==> src/rtl/inertial_irq_gen.sv <==
`timescale 1ns/1ps
module inertial_irq_gen #(
  parameter int SW    = 16,
  parameter int N_GEN = 2,
  localparam int GW   = (N_GEN > 1) ? $clog2(N_GEN) : 1,
  localparam int AW   = GW + 3
) (
  input  logic                 clk,
  input  logic                 rst_n,
  input  logic                 smp_valid,
  input  logic signed [SW-1:0] smp_x,
  input  logic signed [SW-1:0] smp_y,
  input  logic signed [SW-1:0] smp_z,
  input  logic                 wr_en,
  input  logic [AW-1:0]        wr_addr,
  input  logic [7:0]           wr_data,
  input  logic                 rd_en,
  input  logic [AW-1:0]        rd_addr,
  output logic [7:0]           rd_data,
  output logic [N_GEN-1:0]     irq
);

  function automatic logic [7:0] mag8(input logic [7:0] v);
    return v[7] ? (~v + 8'd1) : v;
  endfunction

  logic [7:0] mx, my, mz;
  assign mx = mag8(smp_x[SW-1 -: 8]);
  assign my = mag8(smp_y[SW-1 -: 8]);
  assign mz = mag8(smp_z[SW-1 -: 8]);

  logic [N_GEN-1:0][7:0] cfg_a, ths_a, dur_a, ctl_a, src_a;

  for (genvar g = 0; g < N_GEN; g++) begin : gen_unit
    logic [7:0] cfg;
    logic [6:0] ths, dur, cnt;
    logic       lat, ia;
    logic [5:0] flags, prev, ev, en;
    logic       cond, one, hit, wsel, clr;
    logic [7:0] t8;

    assign t8   = {1'b0, ths};
    assign en   = cfg[5:0];
    assign ev   = en & {mz > t8, mz < t8, my > t8, my < t8, mx > t8, mx < t8};
    assign one  = $onehot(ev);
    assign wsel = wr_en && (wr_addr[AW-1:3] == GW'(g));
    assign clr  = rd_en && (rd_addr == AW'((g << 3) | 4));

    always_comb begin
      case (cfg[7:6])
        2'b00:   cond = |ev;
        2'b10:   cond = (en != 6'd0) && (ev == en);
        2'b11:   cond = one;
        default: cond = one && (ev != prev);
      endcase
    end
    assign hit = cond && (cnt >= dur);

    always_ff @(posedge clk or negedge rst_n) begin
      if (!rst_n) begin
        cfg <= '0; ths <= '0; dur <= '0; lat <= 1'b0;
        ia <= 1'b0; flags <= '0; prev <= '0; cnt <= '0;
      end else begin
        if (wsel) begin
          case (wr_addr[2:0])
            3'd0: cfg <= wr_data;
            3'd1: ths <= wr_data[6:0];
            3'd2: dur <= wr_data[6:0];
            3'd3: lat <= wr_data[0];
            default: ;
          endcase
        end
        if (smp_valid) begin
          prev <= ev;
          cnt  <= !cond ? 7'd0 : (&cnt) ? cnt : cnt + 7'd1;
          if (!(lat && ia)) begin
            ia    <= hit;
            flags <= ev;
          end
        end else if (clr) begin
          ia    <= 1'b0;
          flags <= '0;
        end
      end
    end

    assign cfg_a[g] = cfg;
    assign ths_a[g] = t8;
    assign dur_a[g] = {1'b0, dur};
    assign ctl_a[g] = {7'd0, lat};
    assign src_a[g] = {1'b0, ia, flags};
    assign irq[g]   = ia;
  end

  logic [GW-1:0] rgi;
  assign rgi = rd_addr[AW-1:3];

  always_ff @(posedge clk or negedge rst_n) begin
    if (!rst_n) rd_data <= '0;
    else if (rd_en) begin
      if (int'(rgi) >= N_GEN) rd_data <= '0;
      else begin
        case (rd_addr[2:0])
          3'd0:    rd_data <= cfg_a[rgi];
          3'd1:    rd_data <= ths_a[rgi];
          3'd2:    rd_data <= dur_a[rgi];
          3'd3:    rd_data <= ctl_a[rgi];
          3'd4:    rd_data <= src_a[rgi];
          default: rd_data <= '0;
        endcase
      end
    end
  end

endmodule


==> config.mk <==
export PLATFORM = sky130hd
export DESIGN_NAME = inertial_irq_gen
export DESIGN_NICKNAME = d
export VERILOG_FILES = /design/src/rtl/inertial_irq_gen.sv
export SDC_FILE = /design/constraint.sdc
export NUM_CORES = 1
export LEC_CHECK = 0
export BUFFER_PORTS_ARGS = -buffer_cell sky130_fd_sc_hd__buf_2
export CELL_PAD_IN_SITES_DETAIL_PLACEMENT = 1
export CELL_PAD_IN_SITES_GLOBAL_PLACEMENT = 1
export CORE_MARGIN = 1.5
export CORE_UTILIZATION = 41
export DETAILED_ROUTE_END_ITERATION = 12
export PLACE_DENSITY = 0.87
export RECOVER_POWER = 50
export SYNTH_ARGS = -nofsm -noshare
export SYNTH_HDL_FRONTEND = slang
export SYNTH_SLANG_ARGS = --single-unit
==> constraint.sdc <==
create_clock -name clk -period 3.8 [get_ports clk]
set_input_delay 0.38 -clock clk [delete_from_list [all_inputs] [get_ports clk]]
set_output_delay 0.38 -clock clk [all_outputs]
set_load 0.01 [all_outputs]
==> results of run 1 <==
[worst max-delay path by stage]
stage / start / endpoint / slack, ns / cells after the start
after floorplan: smp_x[10] / gen_unit[0].cnt[0] / -0.82 / 19
after CTS: smp_x[9] / gen_unit[0].cnt[3] / -0.92 / 23
after global placement: smp_x[10] / gen_unit[0].cnt[3] / -1.05 / 21
final: smp_y[15] / gen_unit[1].cnt[3] / -1.22 / 19
after detailed placement: smp_y[8] / gen_unit[0].cnt[3] / -1.27 / 21
after global routing: smp_y[15] / gen_unit[1].cnt[3] / -1.50 / 19
[cell usage in the layout (no fill, tap or decap), drive strengths merged, types with 15 or more instances in the layout]
cell / count
a21oi: 37
buf: 178
clkbuf: 15
dfrtp: 94
ha: 65
inv: 78
mux2: 32
mux2i: 15
nand2: 80
nand3: 20
nor2: 35
o21ai: 79
xnor2: 22
[report_power, final]
group | total (mW) | switching (mW) | internal (mW)
logic | 2.84 | 1.66 | 1.18
registers | 1.49 | 0.287 | 1.20
clock network | 1.02 | 0.502 | 0.519
total | 5.34 | 2.45 | 2.89
[cell families (layout without fill, tap and decap cells)]
kind of cell / count (synthesis) / after routing / share of synthesized area
buffers and inverters: 100 / 275 / 0.0564
and+or+nand+nor: 219 / 219 / 0.167
adders and majority gates: 71 / 71 / 0.138
muxes: 47 / 47 / 0.0752
xor gates and xnor gates: 22 / 22 / 0.0284
AOI/OAI and AO/OA: 201 / 201 / 0.189
DFF: 94 / 94 / 0.347
other: 0 / 4 / 0
[synth_stat cells (11+ instances only)]
cell type / count / area share
a21o_1: 11 / 0.012
a21oi_1: 36 / 0.027
clkbuf_1: 18 / 0.010
dfrtp_1: 94 / 0.35
ha_1: 65 / 0.12
inv_1: 75 / 0.041
mux2_2: 32 / 0.053
mux2i_1: 15 / 0.022
nand2_1: 80 / 0.044
nand2b_1: 12 / 0.011
nand3_1: 20 / 0.015
nand4_1: 11 / 0.010
nor2_1: 35 / 0.019
o21ai_0: 73 / 0.054
xnor2_1: 22 / 0.028
[routing by layer]
metal / GRT usage / up-vias / wire [microns]
li1: - / 3047 / -
met1: 0.437 / 3918 / 12500
met2: 0.632 / 838 / 17000
met3: 0.120 / 424 / 5740
met4: 0.323 / 10 / 4180
met5: 0 / - / 142
[sequential cells by signal (all words and copies together), names as in the netlist]
name / cells
gen_unit.lat: 2
gen_unit.cnt: 14
gen_unit.flags: 12
gen_unit.ths: 14
gen_unit.ia: 2
gen_unit.dur: 14
gen_unit.prev: 12
rd_data: 8
gen_unit.cfg: 16
[layout make-up]
class | instances | area (sq um) | share of cell area
clock buffers | 10 | 229 | 0.0255
well taps | 216 | 270 | 0.0301
repair buffers | 183 | 1270 | 0.142
inverters | 76 | 285 | 0.0318
clock inverters | 6 | 68.8 | 0.00767
diodes | 4 | 10.0 | 0.00112
flip-flops and latches | 94 | 2350 | 0.262
multi-input cells | 560 | 4490 | 0.500
[what timing repair did]
action / CTS / global route
endpoints found under the setup margin: 16 / 16
buffers inserted: 23 / 6
gates resized for setup: 51 / 30
hold endpoints to repair: 0 / 0
pin swaps: 44 / 33
==> impl_results.md, run 1 <==
* Status: complete, but fails checks
* Failing checks: max-capacitance violations, max-slew violations, negative setup slack
* Hold path start: wr_data[7]
* Dpl hpwl at between 15 and 20 mm
* Crit path kind: input pin to register
* P&R area growth vs syn at 32.3%
* Hold WS at approximately 0.33 ns
* Part of the cycle the worst path needs at 1.32
* Clk_lat worst skew at 0.38 ns
* WP data required at 4.07 ns
* FILL cells at ~1.8k
* Crit path max fanout at 8
* FF-to-FF setup slack at -1.09 ns
* Gr usage total at 0.396
* WP buf/inv at 4
* Final Non-Filler Cells at between 1k and 1.5k
* Min Tclk post-route at around 5 ns
* Worst slew margin at -0.515
* Post-layout net count at roughly 1.1k
* Hold Path Cell Cnt at 2
* Synth Register Bits at 94
* RSZ-0062 raised after global routing: true
* Count of different cell masters after synthesis at just over 70
* Max-cap violations at 1
* Dpl cell area at a little over 8000 sq um
* Ys async rst share at 1.00
* Critical path's largest stage delay at around 0.52 ns
* Pre-Repair DR Iteration Count at 6
* Finished Core Util at 0.561
* CP arrival at roughly 5.3 ns
* Leak Pwr at 4.17 nW
* Peak supply drop at approximately 0.25 mV
* Max Clock Freq at 199 MHz
* Largest net degree at the start of global routing at between 80 and 90
* Initial antenna violation count at 8
* First-pass GRT wire length at 51.7 mm
* Horiz. Die Dim at around 130 microns
* Netlist Area Pre-Place at 6790 sq um
* Overall Power at about 5.3 mW
* Pwr dens at just under 600 nW/um^2
* Number of synthesized flops with an enable pin at 0
* Critical-path top delay cell: fa_1
* Delay-heaviest family, CP: adder cells
* CTS Hold Bufs at 0
* Syn Nets at 894
* Share of layout cells above drive strength 1 at 0.329
* Total wire length at around 40 mm
* Core ar. at approximately 16000 sq um
* Routed WL per cell at 34.4 microns
* Max-slew violations at 82
* Cells after DPL at between 1k and 1.5k
* Setup WS pre-CTS at -1.27 ns
* Port Buffers at 54
* Vias in the first global route at 8587
* Root buffer selected by CTS: clkbuf_16
* Main synth FF type: dfrtp_1
* Min-delay worst type: input pin to register
* Critical Path Start Type: input pin
* H-tree depth at 3
* CP Cell Sequence: buf_2 > o31ai_2 > xnor2_1 > ha_1 > and4b_1 > a211oi_2 > nor3b_1 > o31a_1 > fa_1 > inv_2 > fa_1 > inv_1 > ha_2 > fa_1 > nor3_2 > o31a_1 > buf_4 > o211ai_1 > o31ai_1
* Starting density of the core at 0.424
* Clock buffer depth at 2
* Num CTS Buffers at 9
* Synthesis Warnings at 0
* FP Rows at between 40 and 50
* Worst-Margin Slew at about 2.3 ns
* Post-Synthesis Cells at ~750
* Hold EP: gen_unit[0].cfg[7]
* Final Skew at roughly 0.024 ns
* Final hold viol count at 0
* Critical Path Sink Type: register
* 1st-iter DRT viols at 1199
* Vias/cell at approximately 7
* Clock slew at reported path FFs at ~0.080 ns
* Post-route setup slack at -1.22 ns
* Most numerous cell on the critical path: fa_1
* I/O pin cnt at 79
* FF-to-FF End: gen_unit[0].cnt[1]
* TritonCTS clock tree: yes
* Total negative slack at -18.05 ns
* CTS sink cnt at 94
* Average size of a mapped cell at 9.00 sq um
* Overflow after GRT at 0
* Via count at between 8k and 9k
* Sequential share of the synthesized area at 0.347
* Final setup viols at 16
* Final instance area at 8980 sq um
* R2R cell count at 16
* ANT nets after route at 0
* Routability cong. at about 0.93
* Post-route DRC at 0
* Die span in y at 132 microns
* Launch point of the worst reg-to-reg path: gen_unit[0].ths[6]
* Die ar. at around 17000 sq um
Power figures use the tool's default switching activity.
==> run 2, diff against run 1 <==
--- a/config.mk
+++ b/config.mk
@@ -13,6 +13,7 @@
 export DETAILED_ROUTE_END_ITERATION = 12
 export PLACE_DENSITY = 0.87
 export RECOVER_POWER = 50
+export SKIP_LAST_GASP = 1
 export SYNTH_ARGS = -nofsm -noshare
 export SYNTH_HDL_FRONTEND = slang
 export SYNTH_SLANG_ARGS = --single-unit
==> impl_results.md, run 2 (same netlist as run 1, synthesis figures left out) <==
* Pwr dens at 594 nW/um^2 (-0.20%)
* Seq pwr share at 0.279 (about the same)
* Critical Path Sink Type: register
* Final Skew at 0.0222 ns (-0.00225 ns)
* Critical-path top delay cell: fa_1
* DR top layer: met5
* Total wire length at 39.5 mm (-0.23%)
* WP data required at 4.04 ns (-0.03 ns)
* Sw frac at 0.459 (about the same)
* Post-route DRC at 0 (unchanged)
* ANT nets after route at 0 (unchanged)
* First-pass GRT wire length at 51.7 mm (unchanged)
* Post-route setup slack at -1.17 ns (+0.0478 ns)
* Int Pwr at 2.89 mW (-0.24%)
* 1st-iter DRT viols at 1311 (+9.3%)
* Critical path's largest stage delay at 0.60 ns (+0.08 ns)
* FP Rows at 46 (unchanged)
* CTS sink cnt at 94 (unchanged)
* Vias in the first global route at 8587 (unchanged)
* Starting density of the core at 0.424 (unchanged)
* Overall Power at 5.33 mW (-0.18%)
* Crit path kind: input pin to register
* WL met3 at 5.61 mm (-2.2%)
* Die ar. at 17300 sq um (unchanged)
* Hold EP: gen_unit[0].cfg[7]
* Finished Core Util at 0.561 (about the same)
* Port Buffers at 54 (unchanged)
* Final hold viol count at 0 (unchanged)
* Clock slew at reported path FFs at 0.07 ns (about the same)
* Dpl hpwl at 18.8 mm (unchanged)
* Worst-Margin Slew at 2.29 ns (+0.0227 ns)
* CP Cell Sequence: buf_2 > inv_1 > ha_2 > nand2_2 > buf_4 > nand2_1 > xnor2_2 > ha_1 > a21o_1 > a21oi_2 > o21a_2 > a21oi_4 > fa_1 > inv_2 > fa_1 > inv_2 > ha_4 > fa_1 > nor3_2 > a22oi_4 > and3b_2 > a22o_1
* Die span in y at 132 microns (unchanged)
* Max Clock Freq at 201 MHz (+0.96%)
* Routed WL per cell at 34.3 microns (-0.40%)
* Most frequent cells in the layout: buf_4 (122), dfrtp_1 (94), nand2_1 (78)
* NetSw at 2.45 mW (-0.11%)
* Post-layout net count at 1064 (unchanged)
* Critical Path Start Type: input pin
* Largest net degree at the start of global routing at 82 (unchanged)
* Clock buffer depth at 2 (unchanged)
* Horiz. Die Dim at 132 microns (unchanged)
* Worst slew margin at -0.530 (-0.0152)
* TritonCTS clock tree: yes
* Vias/cell at 7.19 (+0.32%)
* Delay-heaviest family, CP: adder cells
* Most common cell after layout, fill and taps aside: buf_4
* Part of the cycle the worst path needs at 1.31 (-0.0126)
* CP arrival at 5.21 ns (-0.08 ns)
* Status: complete, but fails checks
* Max-cap violations at 1 (unchanged)
* R2R cell count at 16 (unchanged)
* Num CTS Buffers at 9 (unchanged)
* Pre-Repair DR Iteration Count at 7 (+1)
* Max reg flops at 16 (unchanged)
* Core ar. at 16000 sq um (unchanged)
* CTS Hold Bufs at 0 (unchanged)
* Cells after DPL at 1102 (unchanged)
* Overflow after GRT at 0 (unchanged)
* FF-to-FF End: gen_unit[0].cnt[1]
* Min Tclk post-route at 4.97 ns (-0.0478 ns)
* Met2 WL at 16.8 mm (-1.2%)
* Peak supply drop at 0.249 mV (+1.3%)
* Clk_lat worst skew at 0.38 ns (about the same)
* Failing checks: max-capacitance violations, max-slew violations, negative setup slack
* Crit path max fanout at 3 (-5)
* Hold path start: wr_data[7]
* Gr usage total at 0.396 (unchanged)
* Launch point of the worst reg-to-reg path: gen_unit[0].ths[6]
* WP buf/inv at 5 (+1)
* Most flop-heavy register: gen_unit.cfg
* Most numerous cell on the critical path: fa_1
* Share of layout cells above drive strength 1 at 0.329 (unchanged)
* Met1 wire length at 12.6 mm (+0.33%)
* Logic pwr share at 0.530 (about the same)
* Hold Path Cell Cnt at 2 (unchanged)
* Clock share of power at 0.191 (about the same)
* Final Non-Filler Cells at 1151 (+0.17%)
* RSZ-0062 raised after global routing: true
* Min-delay worst type: input pin to register
* I/O pin cnt at 79 (unchanged)
* Hold WS at 0.353 ns (+0.0202 ns)
* Max-slew violations at 82 (unchanged)
* Via count at 8278 (+0.50%)
* Final setup viols at 16 (unchanged)
* Initial antenna violation count at 8 (unchanged)
* P&R area growth vs syn at 32.3% (about the same)
* Leak Pwr at 4.17 nW (about the same)
* Routability cong. at 0.933 (unchanged)
* Root buffer selected by CTS: clkbuf_16
* H-tree depth at 3 (unchanged)
* FF-to-FF setup slack at -1.08 ns (about the same)
* Total negative slack at -17.48 ns (+0.562 ns)
==> run 2: cell types whose count changed in the layout (fill, tap and decap cells not counted), sizes merged <==
cell / before / now
diode: 4 / 6
==> run 2: worst register-to-register path, delay by kind of cell (launching register included) <==
family	cells	cell delay [ns]
compound gates	4	0.76
fa+ha+maj	5	2.29
buf+inv	3	0.43
flops	1	0.64
simple gates	4	0.64
==> run 2: power groups by stage <==
| stage | Clock (mW) | Combinational [mW] | Sequential, mW |
|---|---|---|---|
| after detailed placement | 0 | 1.99 | 1.42 |
| after global routing | 1.04 | 2.94 | 1.48 |
| after CTS | 0.976 | 2.28 | 1.41 |
| final | 1.02 | 2.83 | 1.49 |
| after global placement | 0 | 1.82 | 1.40 |
| after floorplan | 0 | 1.17 | 1.34 |
==> run 2: what timing repair did <==
| action | in CTS | in global routing |
|---|---|---|
| resized for setup | 51 | 29 |
| endpoints found under the setup margin | 16 | 16 |
| pin swaps | 44 | 33 |
| buffers inserted | 23 | 6 |
==> run 2: area by class of cell <==
class | instances | area (sq um)
well taps | 216 | 270
clock buffers | 10 | 229
inverters | 76 | 285
fillers | 1810 | 7020
repair buffers | 183 | 1270
clock inverters | 6 | 68.8
multi-input cells | 560 | 4490
flip-flops and latches | 94 | 2350
diodes | 6 | 15.0
==> run 2: how the worst max path moves through the flow <==
stage,start,end,cells after the start
6_report,smp_y[8],gen_unit[0].cnt[1],22
5_1_grt,smp_y[15],gen_unit[1].cnt[3],19
4_1_cts,smp_x[9],gen_unit[0].cnt[3],23
3_5_place_dp,smp_y[8],gen_unit[0].cnt[3],21
3_3_place_gp,smp_x[10],gen_unit[0].cnt[3],21
2_1_floorplan,smp_x[10],gen_unit[0].cnt[0],19
==> run 2: metal layers <==
| metal | vias to the layer above | GRT usage |
|---|---|---|
| met5 | - | 0 |
| met4 | 10 | 0.323 |
| met3 | 435 | 0.120 |
| met2 | 870 | 0.632 |
| met1 | 3909 | 0.437 |
| li1 | 3054 | - |
==> run 2: metrics by stage <==
stage               cell area, sq um  setup WS (ns)
floorplan                       6860         -0.819
detailed placement              8080          -1.27
CTS                             8800         -0.915
finish                          8980          -1.17
global placement                8080          -1.05
global route                    8960          -1.50
==> run 3, diff against run 2 <==
--- a/config.mk
+++ b/config.mk
@@ -10,9 +10,10 @@
 export CELL_PAD_IN_SITES_GLOBAL_PLACEMENT = 1
 export CORE_MARGIN = 1.5
 export CORE_UTILIZATION = 41
+export CTS_CLUSTER_DIAMETER = 80
 export DETAILED_ROUTE_END_ITERATION = 12
 export PLACE_DENSITY = 0.87
-export RECOVER_POWER = 50
+export RECOVER_POWER = 25
 export SKIP_LAST_GASP = 1
 export SYNTH_ARGS = -nofsm -noshare
 export SYNTH_HDL_FRONTEND = slang
==> constraint.sdc (replaced) <==
create_clock -name clk -period 3.8 [get_ports clk]
set_input_delay 0.76 -clock clk [delete_from_list [all_inputs] [get_ports clk]]
set_output_delay 0.76 -clock clk [all_outputs]
set_load 0.01 [all_outputs]
==> impl_results.md, run 3 (same netlist as run 1, synthesis figures left out) <==
* CP arrival at 5.45 ns (+0.24 ns)
* Peak supply drop at 0.268 mV (+7.4%)
* Final setup viols at 16 (unchanged)
* Delay-heaviest family, CP: adder cells
* Clock slew at reported path FFs at 0.06 ns (about the same)
* Gr usage total at 0.354 (-0.0427)
* I/O pin cnt at 79 (unchanged)
* FP Rows at 46 (unchanged)
* Post-route setup slack at -1.35 ns (-0.178 ns)
* WP data required at 4.09 ns (+0.05 ns)
* Starting density of the core at 0.424 (unchanged)
* Core ar. at 16000 sq um (unchanged)
* Root buffer selected by CTS: clkbuf_16
* Critical-path top delay cell: fa_1
* Final hold viol count at 0 (unchanged)
* Most common cell after layout, fill and taps aside: buf_4
* Critical path's largest stage delay at 0.56 ns (-0.04 ns)
* Total wire length at 32.9 mm (-17%)
* Critical Path Start Type: input pin
* Max Clock Freq at 194 MHz (-3.4%)
* H-tree depth at 3 (unchanged)
* Final Skew at 0.0212 ns (-0.000965 ns)
* Clk_lat worst skew at 0.37 ns (about the same)
* Pwr dens at 570 nW/um^2 (-4.0%)
* CP Cell Sequence: buf_6 > buf_4 > nor2_1 > nand2_1 > o31ai_2 > xnor2_1 > ha_1 > nand3_1 > nor2_2 > o21a_2 > a21oi_4 > fa_1 > inv_2 > fa_1 > inv_2 > ha_4 > fa_1 > nor3_2 > a22oi_4 > buf_6 > nor4bb_1 > a21o_1
* Num CTS Buffers at 9 (unchanged)
* Max reg flops at 16 (unchanged)
* Via count at 7592 (-8.3%)
* Max-cap violations at 1 (unchanged)
* WP buf/inv at 5 (unchanged)
* Vias in the first global route at 8130 (-5.3%)
* Crit path kind: input pin to register
* Total negative slack at -20.15 ns (-2.67 ns)
* Vias/cell at 6.60 (-8.3%)
* CTS Hold Bufs at 0 (unchanged)
* Die span in y at 132 microns (unchanged)
* Routed WL per cell at 28.6 microns (-17%)
* Min Tclk post-route at 5.15 ns (+0.178 ns)
* Initial antenna violation count at 1 (-7)
* Post-layout net count at 1069 (+0.47%)
* Worst-Margin Slew at 2.45 ns (+0.155 ns)
* First-pass GRT wire length at 46.9 mm (-9.2%)
* TritonCTS clock tree: yes
* ANT nets after route at 0 (unchanged)
* Min-delay worst type: register to register
* Worst slew margin at -0.633 (-0.103)
* Most frequent cells in the layout: buf_4 (131), dfrtp_1 (94), nand2_1 (78)
* Post-route DRC at 0 (unchanged)
* RSZ-0062 raised after global routing: true
* Leak Pwr at 4.21 nW (+1.0%)
* FF-to-FF setup slack at -0.84 ns (+0.24 ns)
* CTS sink cnt at 94 (unchanged)
* 1st-iter DRT viols at 707 (-46%)
* Overflow after GRT at 0 (unchanged)
* Horiz. Die Dim at 132 microns (unchanged)
* Share of layout cells above drive strength 1 at 0.336 (+0.00680)
* Die ar. at 17300 sq um (unchanged)
* Max-slew violations at 43 (-48%)
* Part of the cycle the worst path needs at 1.36 (+0.0467)
* Port Buffers at 54 (unchanged)
* Most numerous cell on the critical path: fa_1
* Status: complete, but fails checks
* Most flop-heavy register: gen_unit.cfg
* Critical Path Sink Type: register
* Setup WS pre-CTS at -1.67 ns (-0.397 ns)
* Clock buffer depth at 2 (unchanged)
* Pre-Repair DR Iteration Count at 6 (-1)
* P&R area growth vs syn at 32.1%
* Largest net degree at the start of global routing at 48 (-41%)
* Dpl hpwl at 19.1 mm (+1.2%)
* Failing checks: max-capacitance violations, max-slew violations, negative setup slack
* Routability cong. at 0.892 (-4.3%)
* Crit path max fanout at 6 (+3)
-- run 3: changes by cell type in the layout (fill, tap and decap cells not counted), sizes merged --
cell	previous run	this run
buf	178	186
clkinvlp	1	0
inv	78	79
diode	6	1
clkbuf	15	12
-- run 3: per-layer routing --
metal  wire [microns]  vias up  global-route usage
met5                0        -             0.00292
met4             3260        0               0.241
met3             3110      291              0.0972
met2            14800      611               0.601
met1            11700     3637               0.383
li1                 -     3053                   -
-- run 3: worst paths after layout --
path,startpoint,cells after the start,endpoint
setup / recovery,smp_y[11],22,gen_unit[0].cnt[3]
hold / removal,gen_unit[0].flags[4],2,gen_unit[0].flags[4]
setup reg to reg,gen_unit[0].ths[1],17,gen_unit[0].cnt[3]
hold reg to reg,gen_unit[0].flags[4],2,gen_unit[0].flags[4]
max in group asynchronous,rst_n,2,gen_unit[0].cnt[2]
min in group asynchronous,rst_n,1,gen_unit[1].ths[3]
-- run 3: what timing repair did --
item / CTS / global route
gates resized for setup: 40 / 39
pin swaps: 41 / 24
buffers inserted: 19 / 5
hold endpoints to repair: 0 / 0
setup endpoints to repair: 16 / 16
-- run 3: per-stage QoR --
stage	hold slack [ns]	area [sq um]	power, mW	instances	utilization
after floorplan	0.450	6860	2.50	754	-
after global placement	0.463	8150	3.24	1111	0.509
after detailed placement	0.472	8150	3.41	1111	0.509
after CTS	0.403	8750	4.56	1145	0.547
after global routing	0.540	8970	5.27	1151	0.560
final	0.494	8970	5.11	1151	0.560
-- run 3: area by class of cell --
type,count,area [sq um]
fillers,1836,7030
diodes,1,2.50
repair buffers,188,1320
inverters,76,288
well taps,216,270
flip-flops and latches,94,2350
clock inverters,6,68.8
clock buffers,10,229
multi-input cells,560,4440
-- run 3: tightest hold or removal path: cells and delay by family, from the launching register on --
kind | cells | cell delay (ns)
flip-flops | 1 | 0.35
AO/OA/AOI/OAI | 1 | 0.06
AND/OR/NAND/NOR | 1 | 0.05
-- run 3: power breakdown --
group	internal [mW]	switching (mW)
Combinational	1.18	1.51
Clock	0.519	0.453
Sequential	1.20	0.251
